**config.mk**
```make
export PLATFORM = sky130hd
export DESIGN_NAME = sw_tlb
export DESIGN_NICKNAME = d
export VERILOG_FILES = /design/src/rtl/sw_tlb.sv
export SDC_FILE = /design/constraint.sdc
export NUM_CORES = 1
export LEC_CHECK = 0
export BUFFER_PORTS_ARGS = -buffer_cell sky130_fd_sc_hd__buf_2
export CORE_ASPECT_RATIO = 2
export CORE_MARGIN = 1.5
export CORE_UTILIZATION = 50
export DETAILED_ROUTE_END_ITERATION = 10
export MAX_ROUTING_LAYER = met4
export PLACE_DENSITY_LB_ADDON = 0.15
export SLEW_MARGIN = 20
export SYNTH_ARGS = -nofsm -noshare
export SYNTH_HDL_FRONTEND = slang
export SYNTH_SLANG_ARGS = --single-unit
```
**constraint.sdc**
```tcl
create_clock -name clk -period 4.1 [get_ports clk]
set_clock_uncertainty 0.05 [all_clocks]
set_input_delay 0 -clock clk [delete_from_list [all_inputs] [get_ports clk]]
set_output_delay 0 -clock clk [all_outputs]
set_load 0.05 [all_outputs]
```
**src/rtl/sw_tlb.sv**
```systemverilog
module sw_tlb #(
  parameter int VA_W      = 32,
  parameter int PA_W      = 32,
  parameter int PAGE_BITS = 12,
  parameter int ENTRIES   = 8
) (
  input  logic            clk,
  input  logic            rst_n,
  input  logic            cmd_add,
  input  logic            cmd_remove,
  input  logic            cmd_flush,
  input  logic [VA_W-1:0] cmd_vaddr,
  input  logic [PA_W-1:0] cmd_paddr,
  input  logic [5:0]      cmd_flags,
  input  logic [VA_W-1:0] lk_vaddr,
  input  logic [1:0]      lk_access,
  input  logic            lk_kernel,
  output logic [PA_W-1:0] lk_paddr,
  output logic            lk_fault,
  output logic [1:0]      lk_cause
);
  localparam int VPN_W = VA_W - PAGE_BITS;
  localparam int PPN_W = PA_W - PAGE_BITS;
  localparam int IW    = (ENTRIES > 2) ? $clog2(ENTRIES) : 1;
  localparam logic [IW-1:0] LAST = IW'(ENTRIES - 1);

  logic             e_vld [ENTRIES];
  logic [VPN_W-1:0] e_vpn [ENTRIES];
  logic [PPN_W-1:0] e_ppn [ENTRIES];
  logic [5:0]       e_flg [ENTRIES];
  logic [IW-1:0]    rr;

  wire [VPN_W-1:0] c_vpn = cmd_vaddr[VA_W-1:PAGE_BITS];
  wire [VPN_W-1:0] l_vpn = lk_vaddr[VA_W-1:PAGE_BITS];

  logic          cm_hit, fr_any;
  logic [IW-1:0] cm_idx, fr_idx, w_idx;

  always_comb begin
    cm_hit = 1'b0; cm_idx = '0; fr_any = 1'b0; fr_idx = '0;
    for (int i = ENTRIES - 1; i >= 1; i--) begin
      if (e_vld[i] && e_vpn[i] == c_vpn) begin
        cm_hit = 1'b1; cm_idx = IW'(i);
      end
      if (!e_vld[i]) begin
        fr_any = 1'b1; fr_idx = IW'(i);
      end
    end
  end

  assign w_idx = cm_hit ? cm_idx : (fr_any ? fr_idx : rr);
  wire do_add = cmd_add && !cmd_remove && !cmd_flush && (c_vpn != '0);

  always_ff @(posedge clk or negedge rst_n) begin
    if (!rst_n) begin
      for (int i = 0; i < ENTRIES; i++) begin
        e_vld[i] <= (i == 0);
        e_vpn[i] <= '0;
        e_ppn[i] <= '0;
        e_flg[i] <= (i == 0) ? 6'b111000 : 6'b000000;
      end
      rr <= IW'(1);
    end else if (cmd_flush) begin
      for (int i = 1; i < ENTRIES; i++) e_vld[i] <= 1'b0;
    end else if (cmd_remove) begin
      if (cm_hit) e_vld[cm_idx] <= 1'b0;
    end else if (do_add) begin
      e_vld[w_idx] <= 1'b1;
      e_vpn[w_idx] <= c_vpn;
      e_ppn[w_idx] <= cmd_paddr[PA_W-1:PAGE_BITS];
      e_flg[w_idx] <= cmd_flags;
      if (!cm_hit && !fr_any) rr <= (rr == LAST) ? IW'(1) : rr + IW'(1);
    end
  end

  logic             l_hit;
  logic [PPN_W-1:0] l_ppn;
  logic [5:0]       l_flg;

  always_comb begin
    l_hit = 1'b0; l_ppn = '0; l_flg = '0;
    for (int i = 0; i < ENTRIES; i++)
      if (e_vld[i] && e_vpn[i] == l_vpn) begin
        l_hit = 1'b1; l_ppn = e_ppn[i]; l_flg = e_flg[i];
      end
  end

  wire [2:0] sel   = {1'b0, lk_access} + (lk_kernel ? 3'd3 : 3'd0);
  wire [7:0] fx    = {2'b00, l_flg};
  wire       ok    = (lk_access != 2'b11) && fx[sel];

  assign lk_fault = !(l_hit && ok);
  assign lk_cause = !l_hit ? 2'b01 : (ok ? 2'b00 : 2'b10);
  assign lk_paddr = lk_fault ? '0 : {l_ppn, lk_vaddr[PAGE_BITS-1:0]};
endmodule

```
==> results.json, run 1 <==
{
  "status": "finished clean",
  "grt_remaining_overflow": 0,
  "clock_tree_root_driver_cell": "clkbuf_16",
  "totalPowerFinal_mw": 9.96,
  "worst_ir_drop_vdd_v": 0.000361,
  "cell_area_after_synthesis_mm2": 0.0209,
  "endpoint_kind": "output pin",
  "top_level_ports": 145,
  "f_max_ghz": 0.251,
  "cell_by_cell_trace_of_the_critical_path": "xor2_1, or4_4, nor4_4, buf_4, and2_2, buf_6, buf_12, nor3_1, o21ai_0, o221ai_1, a2111oi_4, buf_12",
  "clkSlewWorstSetupHoldPaths_ns": 0.07,
  "clock_latency_ns": 0.56,
  "initial_util_pct": 50.8,
  "placement.io_buffers": 120,
  "worst_pin_slew_ns": 0.857,
  "grt_start_max_net_pins": 131,
  "drt_first_pass_iters": 5,
  "maxcap_viol_count": 0,
  "wl_met2_mm": 34.8,
  "die_y_um": 292,
  "worst_slack_ns": 0.110,
  "cts_inserted_buffers": 38,
  "count_of_flip_flops_with_a_built_in_enable_after_synthesis": 0,
  "clock_path_buffers": 3,
  "core-area_mm2": 0.0411,
  "layout.filler_cells": 3396,
  "first_global_vias": 16366,
  "placementRows": 105,
  "asyncSetResetFlopFracSynth_pct": 100,
  "final_util_pct": 59.9,
  "p_per_area_mw_per_mm2": 405,
  "critPathMostFrequentCell": "buf_12",
  "count_of_distinct_cell_types_in_the_synthesized_netlist": 78,
  "area_growth_pct": 17.9,
  "layout_worst_path_cycle_share_pct": 97.3,
  "num-nets-final": 2080,
  "dr.first_iter.drc_count": 693,
  "route.vias.total": 15243,
  "gpl.final_weighted_congestion": 0.968,
  "report.final.setup_viol": 0,
  "via_per_inst": 6.02,
  "finish.cell_count_without_fillers": 2530,
  "seq_total_area_yosys_pct": 45.4,
  "netlist_instances": 1796,
  "count_of_pins_over_their_slew_limit": 0,
  "ctsHtreeMaxLevel": 2,
  "crit_required_ns": 4.05,
  "holdWs_ns": 0.0250,
  "top_signal_layer_used": "met4",
  "finalWorstPathRequiredPeriod_ns": 3.99,
  "die_x_um": 148,
  "fp.dieArea_mm2": 0.0431,
  "routed-wl-met3_mm": 2.44,
  "drive_gt1_share_pct": 35.1,
  "arrival_ns": 3.94,
  "detail-route-antenna-nets": 0,
  "count_of_yosys_warnings_during_synthesis": 0,
  "critPathMaxStageDelay_ns": 0.59,
  "cp.buffers_inverters": 4,
  "antenna_found_initial": 1,
  "routed_wirelength_mm": 66.6,
  "slowest_stage": "or4_4",
  "hold_viol_final": 0,
  "drc_errors": 0,
  "postSynthNetCount": 1910,
  "cts_tree": "yes",
  "postSynthAreaPerCell_um2": 11.6,
  "clock_sinks": 379,
  "track_usage_pct": 32.3,
  "grt_first_pass_wirelength_mm": 100,
  "setup_repair_after_global_routing_missed_its_margin": "yes",
  "cp_top_family": "simple AND/OR/NAND/NOR gates",
  "worstHoldPathType": "in2reg",
  "post-dp-hpwl_mm": 47.7,
  "path_class": "reg2out",
  "timing.slew.headroom_pct": 42.9,
  "critical_path.max_fanout": 8,
  "post_drt_wl_per_cell_um": 26.3,
  "total_leakage_power_nw": 11.1,
  "most_instantiated_flip_flop_cell_in_the_synthesis_netlist": "dfrtp_1",
  "postSynthRegisterBits": 379,
  "post-place-cells": 2408,
  "post-place-ws_ns": 0.119,
  "route.layer.met1.wl_mm": 23.9,
  "critical_path.startpoint_type": "flip-flop"
}
-- registers in the layout (all words and copies together) (netlist names) --
register,count
e_ppn,160
e_vpn,160
e_flg,48
e_vld,8
rr,3
-- repair_timing --
item                                   CTS  global route
setup endpoints to repair               34            26
endpoints found under the hold margin  398             0
gates resized for setup                 38             8
cloned                                   0             0
setup buffers                            4             3
hold buffers                            46             0
pin swaps                                8             3
-- worst register-to-register path, stage by stage (launching register included) --
cell and delay, ns:
dfrtp_1 0.41, xnor2_1 0.34, nand4_1 0.16, nor4_1 0.53, nand4_1 0.16, buf_4 0.21, a21bo_2 0.22, a21boi_2 0.30
or3_1 0.36, buf_4 0.19, a31oi_1 0.07, a211oi_1 0.21, dlygate4sd3_1 0.57
-- stage by stage --
stage,instance area (um2),TNS [ns]
final,24600,0
after global routing,24600,-0.0448
after CTS,24600,0
after detailed placement,22600,0
after global placement,22600,0
after floorplan,20900,-1.65
-- cell usage in the layout, fill, tap and decap left out, types with 5 or more instances in the layout --
master	instances
a2111oi_4	15
a211oi_1	6
a21oi_1	10
a31oi_1	27
and2_1	10
buf_12	27
buf_2	101
buf_4	80
buf_6	11
clkbuf_1	9
clkbuf_16	39
clkbuf_8	10
dfrtp_1	374
dfstp_2	5
dlygate4sd3_1	46
inv_1	34
mux2_1	6
mux2_2	364
nand2_1	46
nand3_1	29
nand4_1	56
nor2_1	54
nor2b_1	7
nor3_1	39
nor3b_1	15
nor4_1	53
o211ai_1	29
o21ai_0	46
o221ai_1	20
or4_1	5
xnor2_1	159
xor2_1	142
-- layout make-up --
cell class	count	area, um2	share of cell area (%)
Clock buffer	58	1150	4.66
Multi-Input combinational cell	1246	10800	43.9
Timing Repair Buffer	267	2260	9.18
Sequential cell	379	9490	38.5
Clock inverter	10	129	0.523
Antenna cell	1	2.50	0.0102
Inverter	34	128	0.518
Tap cell	535	669	2.72
-- power by group --
group | total (mW) | internal, mW | switching, mW | leakage [nW]
clock | 3.60 | 2.07 | 1.53 | 0.625
combinational | 1.78 | 0.857 | 0.920 | 5.43
sequential | 4.59 | 4.24 | 0.350 | 5.04
-- routing by layer --
metal,GRT usage [%],up-vias
li1,-,6806
met1,33.6,7764
met2,56.9,435
met3,3.52,238
met4,21.5,0
met5,-,-
-- cell usage after synthesis (all sizes together), types with 3 or more instances --
library cell / number / area share [%]
a211oi: 6 / 0.22
clkbuf: 82 / 1.5
o211ai: 29 / 1.0
inv: 34 / 0.61
and4: 4 / 0.17
nand3b: 4 / 0.14
or4: 7 / 0.25
a21oi: 10 / 0.24
o21ai: 47 / 1.1
a21o: 3 / 0.11
nand2b: 4 / 0.12
o221ai: 20 / 0.84
a31oi: 27 / 0.81
buf: 55 / 1.6
nand2: 46 / 0.83
dfrtp: 374 / 45
and4b: 4 / 0.19
a211o: 4 / 0.17
and2: 12 / 0.36
and3: 4 / 0.12
or2: 6 / 0.18
nor2b: 7 / 0.21
nor3: 45 / 1.3
nor4: 55 / 1.7
nor4b: 4 / 0.17
nand4b: 3 / 0.13
xnor2: 160 / 6.7
dfstp: 5 / 0.63
mux2: 370 / 20
nand3: 33 / 0.81
nor3b: 15 / 0.54
ha: 3 / 0.18
nor2: 55 / 0.99
xor2: 142 / 6.0
nand4: 56 / 1.7
or3: 4 / 0.12
a2111oi: 21 / 2.0
-- kinds of logic after synthesis --
| kind of cell | count (synthesis) | synth area share (%) |
|---|---|---|
| AOI/OAI and AO/OA | 197 | 7.84 |
| xor gates and xnor gates | 302 | 12.7 |
| adders and majority gates | 4 | 0.276 |
| buffers and inverters | 171 | 3.64 |
| DFF | 379 | 45.4 |
| muxes | 371 | 20.0 |
| and+or+nand+nor | 372 | 10.1 |
-- worst paths after layout --
| check | start | slack, ns | cells after the start | end |
|---|---|---|---|---|
| worst max-delay path | e_vpn[31] | 0.11 | 12 | lk_paddr[29] |
| worst min-delay path | cmd_vaddr[20] | 0.02 | 2 | e_vpn[68] |
| worst max register to register | e_vpn[45] | 0.26 | 12 | e_vld[6] |
| worst min register to register | e_ppn[94] | 0.45 | 1 | e_ppn[94] |
| max in group asynchronous | rst_n | 2.67 | 3 | e_vpn[35] |
| min in group asynchronous | rst_n | 0.03 | 2 | e_vpn[90] |
Power figures use the tool's default switching activity.
==> run 2, diff against run 1 <==
--- a/config.mk
+++ b/config.mk
@@ -10,8 +10,9 @@
 export CORE_MARGIN = 1.5
 export CORE_UTILIZATION = 50
 export DETAILED_ROUTE_END_ITERATION = 10
+export GPL_ROUTABILITY_DRIVEN = 1
 export MAX_ROUTING_LAYER = met4
-export PLACE_DENSITY_LB_ADDON = 0.15
+export PLACE_DENSITY = 0.68
 export SLEW_MARGIN = 20
 export SYNTH_ARGS = -nofsm -noshare
 export SYNTH_HDL_FRONTEND = slang
==> run 2 against run 1 <==
Net effect:
- the flow now finishes with violations (negative setup slack)
- register-to-register slack better by 0.08 ns
- non-clock buffer count is 8 lower
- global-route usage shrank 0.32 points
- setup slack got worse by 0.12 ns
- hold slack gained 0.0028 ns
- sequential power about the same
- combinational power rose by 5%
- maximum frequency fell by 3.0%
- cell count shrank 0.55%
- design area rose by 0.17%
- first-iteration DRC count up 2.6%
==> results.json, run 2 (synthesis gave the netlist of run 1 again) <==
{
  "top_regs": "e_ppn: 160 flops, e_vpn: 160 flops, e_flg: 48 flops",
  "first_global_vias": 16633,
  "drc_errors": 0,
  "top_level_ports": 145,
  "die_x_um": 148,
  "routed-wl-met3_mm": 3.31,
  "drive_gt1_share_pct": 35.5,
  "arrival_ns": 4.06,
  "worst_pin_slew_ns": 0.820,
  "maxcap_viol_count": 0,
  "totalPowerFinal_mw": 10.1,
  "worst_setup_path_startpoint": "e_vpn[84]",
  "cell_by_cell_trace_of_the_critical_path": "xor2_1, or4_1, or4_4, buf_6, o22ai_4, a221o_1, o2111ai_1, a211o_1, a21o_4, buf_12, a2111oi_4, buf_4, buf_12",
  "drt_first_pass_iters": 5,
  "clock_latency_ns": 0.55,
  "clkSlewWorstSetupHoldPaths_ns": 0.07,
  "wl_met2_mm": 34.0,
  "slowest_stage": "or4_1",
  "grt_remaining_overflow": 0,
  "grt_start_max_net_pins": 92,
  "clock_path_buffers": 3,
  "top_signal_layer_used": "met4",
  "detail-route-antenna-nets": 0,
  "clock_tree_root_driver_cell": "clkbuf_16",
  "p_per_area_mw_per_mm2": 409,
  "clock_sinks": 379,
  "final_util_pct": 60.0,
  "core-area_mm2": 0.0411,
  "post_drt_wl_per_cell_um": 26.1,
  "dr.first_iter.drc_count": 711,
  "total_leakage_power_nw": 11.1,
  "die_y_um": 292,
  "status": "complete, but fails checks",
  "num-nets-final": 2070,
  "most_common_cell_after_layout_fill_and_taps_aside": "dfrtp_1",
  "critPathMostFrequentCell": "buf_12",
  "worst_ir_drop_vdd_v": 0.000382,
  "critPathMaxStageDelay_ns": 0.52,
  "critical_path.max_fanout": 11,
  "initial_util_pct": 50.8,
  "count_of_pins_over_their_slew_limit": 0,
  "worst_r2r_endpoint": "e_vpn[72]",
  "post-dp-hpwl_mm": 45.6,
  "antenna_found_initial": 0,
  "timing.slew.headroom_pct": 45.4,
  "route.layer.met1.wl_mm": 22.6,
  "rr_worst_depth": 10,
  "endpoint_kind": "output pin",
  "placementRows": 105,
  "hold_viol_final": 0,
  "area_growth_pct": 18.1,
  "diode_insertion_count_for_antenna_repair": 0,
  "gpl.final_weighted_congestion": 0.973,
  "post-place-ws_ns": 0.197,
  "setup.worst_path.end": "lk_paddr[28]",
  "holdWs_ns": 0.0278,
  "most-common-layout-cells": "dfrtp_1 (373), mux2_2 (364), xnor2_1 (160), xor2_1 (142), buf_4 (91)",
  "placement.io_buffers": 120,
  "setup_repair_after_global_routing_missed_its_margin": "yes",
  "ctsHtreeMaxLevel": 2,
  "layout_worst_path_cycle_share_pct": 100,
  "cts_tree": "yes",
  "worst_slack_ns": -0.0142,
  "fin_tns_setup_ns": -0.0142,
  "setup.reg_to_reg.worst_slack_ns": 0.34,
  "rr_startpoint": "e_vpn[66]",
  "path_class": "reg2out",
  "f_max_ghz": 0.243,
  "track_usage_pct": 32.0,
  "via_per_inst": 6.16,
  "worstHoldPathType": "in2async",
  "route.vias.total": 15491,
  "cts_inserted_buffers": 36,
  "fp.dieArea_mm2": 0.0431,
  "crit_required_ns": 4.05,
  "routed_wirelength_mm": 65.6,
  "failing_checks": "negative setup slack",
  "grt_first_pass_wirelength_mm": 100,
  "report.final.setup_viol": 1,
  "critical_path.startpoint_type": "flip-flop",
  "finalWorstPathRequiredPeriod_ns": 4.11
}
-- run 2: changes by cell type in the layout (fill, tap and decap cells not counted), sizes merged --
cell / previous run / this run
clkinv: 7 / 5
clkinvlp: 1 / 0
clkbuf: 58 / 49
dlygate4sd3: 46 / 44
bufinv: 2 / 6
diode: 1 / 0
buf: 221 / 213
bufbuf: 0 / 1
inv: 34 / 38
-- run 2: area by class of cell --
| class | instances | area (um2) |
|---|---|---|
| inverter | 34 | 128 |
| multi-input combinational | 1246 | 10900 |
| clock inverter | 15 | 240 |
| fill | 3350 | 16500 |
| timing repair buffer | 259 | 2200 |
| clock buffer | 48 | 1020 |
| tap | 535 | 669 |
| sequential | 379 | 9490 |
-- run 2: power breakdown --
group          switching [mW]  internal, mW
Combinational           0.962         0.903
Sequential              0.351          4.23
Clock                    1.51          2.13
-- run 2: stage by stage --
| step | area, um2 | std cells |
|---|---|---|
| floorplan | 20900 | 1796 |
| global placement | 22400 | 2396 |
| detailed placement | 22400 | 2396 |
| CTS | 24400 | 2511 |
| global route | 24700 | 2516 |
| finish | 24700 | 2516 |
-- run 2: timing repair --
item,in CTS,in global routing
gates resized for setup,47,37
setup buffers,5,5
pin swaps,7,13
setup endpoints to repair,34,34
hold buffers,44,0
gates cloned,3,1
endpoints found under the hold margin,338,0
-- run 2: worst min path at each step --
stage	from	to	slack (ns)	cells past startpoint
2_1_floorplan	rst_n	e_flg[0]	-0.35	0
3_3_place_gp	rst_n	e_vpn[97]	0.05	1
3_5_place_dp	rst_n	e_vpn[87]	0.06	1
4_1_cts	cmd_vaddr[22]	e_vpn[10]	0.01	2
5_1_grt	cmd_vaddr[28]	e_vpn[16]	0.03	2
6_report	rst_n	e_vpn[87]	0.03	2
-- run 2: worst max-delay path, delay by kind of cell, from the launching register on --
kind,cells,cell delay [ns]
AOI/OAI and AO/OA,6,1.28
xor gates and xnor gates,1,0.17
buffers and inverters,4,0.64
DFF,1,0.39
and+or+nand+nor,2,1.02
-- run 2: layer usage --
layer	vias up	GRT usage (%)
li1	6786	-
met4	0	23.5
met1	7809	33.2
met5	-	-
met3	285	3.88
met2	611	55.1
==> run 3, diff against run 2 <==
--- a/config.mk
+++ b/config.mk
@@ -8,11 +8,10 @@
 export BUFFER_PORTS_ARGS = -buffer_cell sky130_fd_sc_hd__buf_2
 export CORE_ASPECT_RATIO = 2
 export CORE_MARGIN = 1.5
-export CORE_UTILIZATION = 50
+export CORE_UTILIZATION = 30
 export DETAILED_ROUTE_END_ITERATION = 10
 export GPL_ROUTABILITY_DRIVEN = 1
 export MAX_ROUTING_LAYER = met4
-export PLACE_DENSITY = 0.68
 export SLEW_MARGIN = 20
 export SYNTH_ARGS = -nofsm -noshare
 export SYNTH_HDL_FRONTEND = slang
==> run 3 against run 2 <==
Net effect:
- the flow still finishes with violations (negative setup slack)
- first-iteration DRC count up 3.2%
- hold slack better by 0.0058 ns
- combinational power increased by 4%
- global-route usage decreased by 11 points
- register-to-register slack worse by 0.05 ns
- clock power down 5.5%
- critical path depth did not move
- die area is 66% higher
- utilization shrank 23 points
- critical path type unchanged
- critical endpoint is now lk_paddr[29]
==> results.json, run 3 (synthesis gave the netlist of run 1 again) <==
{
  "design_area_mm2": 0.0255,
  "fp.dieArea_mm2": 0.0713,
  "grt_start_max_net_pins": 123,
  "setup.reg_to_reg.worst_slack_ns": 0.29,
  "timing.hold.worst_path_depth": 2,
  "critical_path.startpoint_type": "flip-flop",
  "num-nets-final": 2098,
  "p_per_area_mw_per_mm2": 393,
  "post_drt_wl_per_cell_um": 25.4,
  "area_growth_pct": 21.9,
  "power.switching_fraction_pct": 28.9,
  "setup_repair_after_global_routing_missed_its_margin": "yes",
  "drt_first_pass_iters": 5,
  "route.vias.total": 15676,
  "cts_inserted_buffers": 35,
  "worst_ir_drop_vdd_v": 0.000358,
  "drive_gt1_share_pct": 37.1,
  "final_util_pct": 37.0,
  "holdWs_ns": 0.0336,
  "detail-route-antenna-nets": 0,
  "endpoint_kind": "output pin",
  "initial_util_pct": 30.4,
  "cp_top_family": "compound AO/OA/AOI/OAI gates",
  "die_x_um": 190,
  "placement.io_buffers": 120,
  "worstHoldPathType": "in2reg",
  "critPathMostFrequentCell": "buf_6",
  "placedInstanceArea_mm2": 0.0230,
  "area_of_the_multi_input_gates_mm2": 0.0110,
  "layout.filler_cells": 6760,
  "core-area_mm2": 0.0687,
  "hold_viol_final": 0,
  "first_global_vias": 16661,
  "track_usage_pct": 21.2,
  "drc_errors": 0,
  "launch_point_of_the_worst_hold_path": "cmd_vaddr[15]",
  "clkPwrFrac_pct": 34.6,
  "path_class": "reg2out",
  "post-dp-hpwl_mm": 53.4,
  "count_of_pins_over_their_slew_limit": 0,
  "critPathMaxStageDelay_ns": 0.59,
  "die_y_um": 376,
  "antenna_found_initial": 9,
  "area_taken_by_flip_flops_and_latches_mm2": 0.00949,
  "cp.buffers_inverters": 4,
  "finalWorstPathRequiredPeriod_ns": 4.12,
  "clkSlewWorstSetupHoldPaths_ns": 0.07,
  "rr_worst_depth": 10,
  "failing_checks": "negative setup slack",
  "ctsHtreeMaxLevel": 2,
  "worst_r2r_endpoint": "e_ppn[76]",
  "slowest_stage": "or4_4",
  "top_regs": "e_ppn: 160 flops, e_vpn: 160 flops, e_flg: 48 flops",
  "cell_by_cell_trace_of_the_critical_path": "xor2_1, or4_4, nor4_4, buf_4, a32o_1, o21ai_0, a211o_1, o21ai_1, a22oi_2, buf_6, clkbuf_16, a2111oi_4, buf_6",
  "maxcap_viol_count": 0,
  "dr.first_iter.drc_count": 734,
  "clock_tree_root_driver_cell": "clkbuf_16",
  "layout_worst_path_cycle_share_pct": 101,
  "grt_remaining_overflow": 0,
  "top_level_ports": 145,
  "total_leakage_power_nw": 11.2,
  "clock_path_buffers": 3,
  "share_comb_of_total_power_pct": 19.5,
  "worst_pin_slew_ns": 1.06,
  "most-common-layout-cells": "dfrtp_1 (374), mux2_2 (364), xnor2_1 (159), xor2_1 (141), buf_4 (104)",
  "placementRows": 136,
  "most_common_cell_after_layout_fill_and_taps_aside": "dfrtp_1",
  "end_of_the_worst_hold_path": "e_vpn[83]",
  "post-place-ws_ns": 0.105,
  "clock_latency_ns": 0.56,
  "seqPwrFrac_pct": 45.9,
  "grt_first_pass_wirelength_mm": 108,
  "via_per_inst": 5.38,
  "worst_setup_path_startpoint": "e_vpn[31]",
  "clock_sinks": 379,
  "routed_wirelength_mm": 74.1,
  "arrival_ns": 4.07,
  "critical_path.max_fanout": 4,
  "f_max_ghz": 0.243,
  "gpl.final_weighted_congestion": 0.987,
  "cts_tree": "yes",
  "report.final.setup_viol": 7,
  "status": "complete, but fails checks",
  "timing.slew.headroom_pct": 29.0,
  "cell_internal_power_mw": 7.11,
  "switching_power_mw": 2.88,
  "rr_startpoint": "e_vpn[22]",
  "worst_slack_ns": -0.0234,
  "crit_required_ns": 4.05
}
run 3: cell types whose count changed in the layout (fill, tap and decap cells not counted), moves of 4 or more:
cell,previous run,this run
nor3b_1,13,3
nor3b_2,2,12
nor4_1,49,53
diode_2,0,10
nor4_2,4,0
buf_4,91,104
buf_6,14,31
run 3: area by class of cell:
cell class              instances  share of cell area [%]
inverters                      34                   0.501
clock buffers                  45                    3.83
flip-flops and latches        379                    37.3
well taps                     897                    4.41
multi-input cells            1246                    43.2
clock inverters                14                   0.752
diodes                         10                  0.0983
repair buffers                288                    9.88
run 3: worst max-delay path by stage:
stage | endpoint | depth (start not counted)
after floorplan | lk_paddr[12] | 10
after global placement | lk_cause[1] | 14
after detailed placement | lk_cause[1] | 14
after CTS | lk_cause[1] | 12
after global routing | lk_paddr[28] | 12
final | lk_paddr[29] | 13
run 3: what timing repair did:
action	in CTS	in global routing
gates cloned	3	2
endpoints found under the hold margin	374	0
setup buffers	8	13
endpoints found under the setup margin	34	34
gates resized for setup	60	60
hold buffers	43	0
pin swaps	10	26
run 3: worst register-to-register path, stage by stage (launching register included):
cell	delay [ns]
dfrtp_1	0.43
xor2_1	0.16
nor3_1	0.41
nand4_1	0.36
or2_2	0.44
nand4_1	0.16
nor3_1	0.10
or3_1	0.55
nor3_4	0.27
buf_12	0.29
mux2_2	0.49
run 3: through the flow:
stage	instances	setup TNS, ns	total power, mW
after floorplan	1796	-1.65	5.75
after global placement	2777	0	6.31
after detailed placement	2777	0	6.38
after CTS	2890	-0.577	10.0
after global routing	2912	-2.50	10.4
final	2913	-0.101	10.0
run 3: power by group through the flow:
stage               Sequential [mW]  Clock (mW)  Combinational [mW]
global placement               4.63           0                1.68
global route                   4.65        3.66                2.09
detailed placement             4.66           0                1.73
CTS                            4.58        3.55                1.86
finish                         4.59        3.45                1.95
floorplan                      4.55           0                1.19
run 3: per-layer routing:
layer,global-route usage (%),vias to the layer above,part of all wire [%]
met5,-,-,0
met4,17.0,0,10
met3,2.96,286,4.5
met2,38.0,562,52
met1,20.1,7992,33
li1,-,6836,-
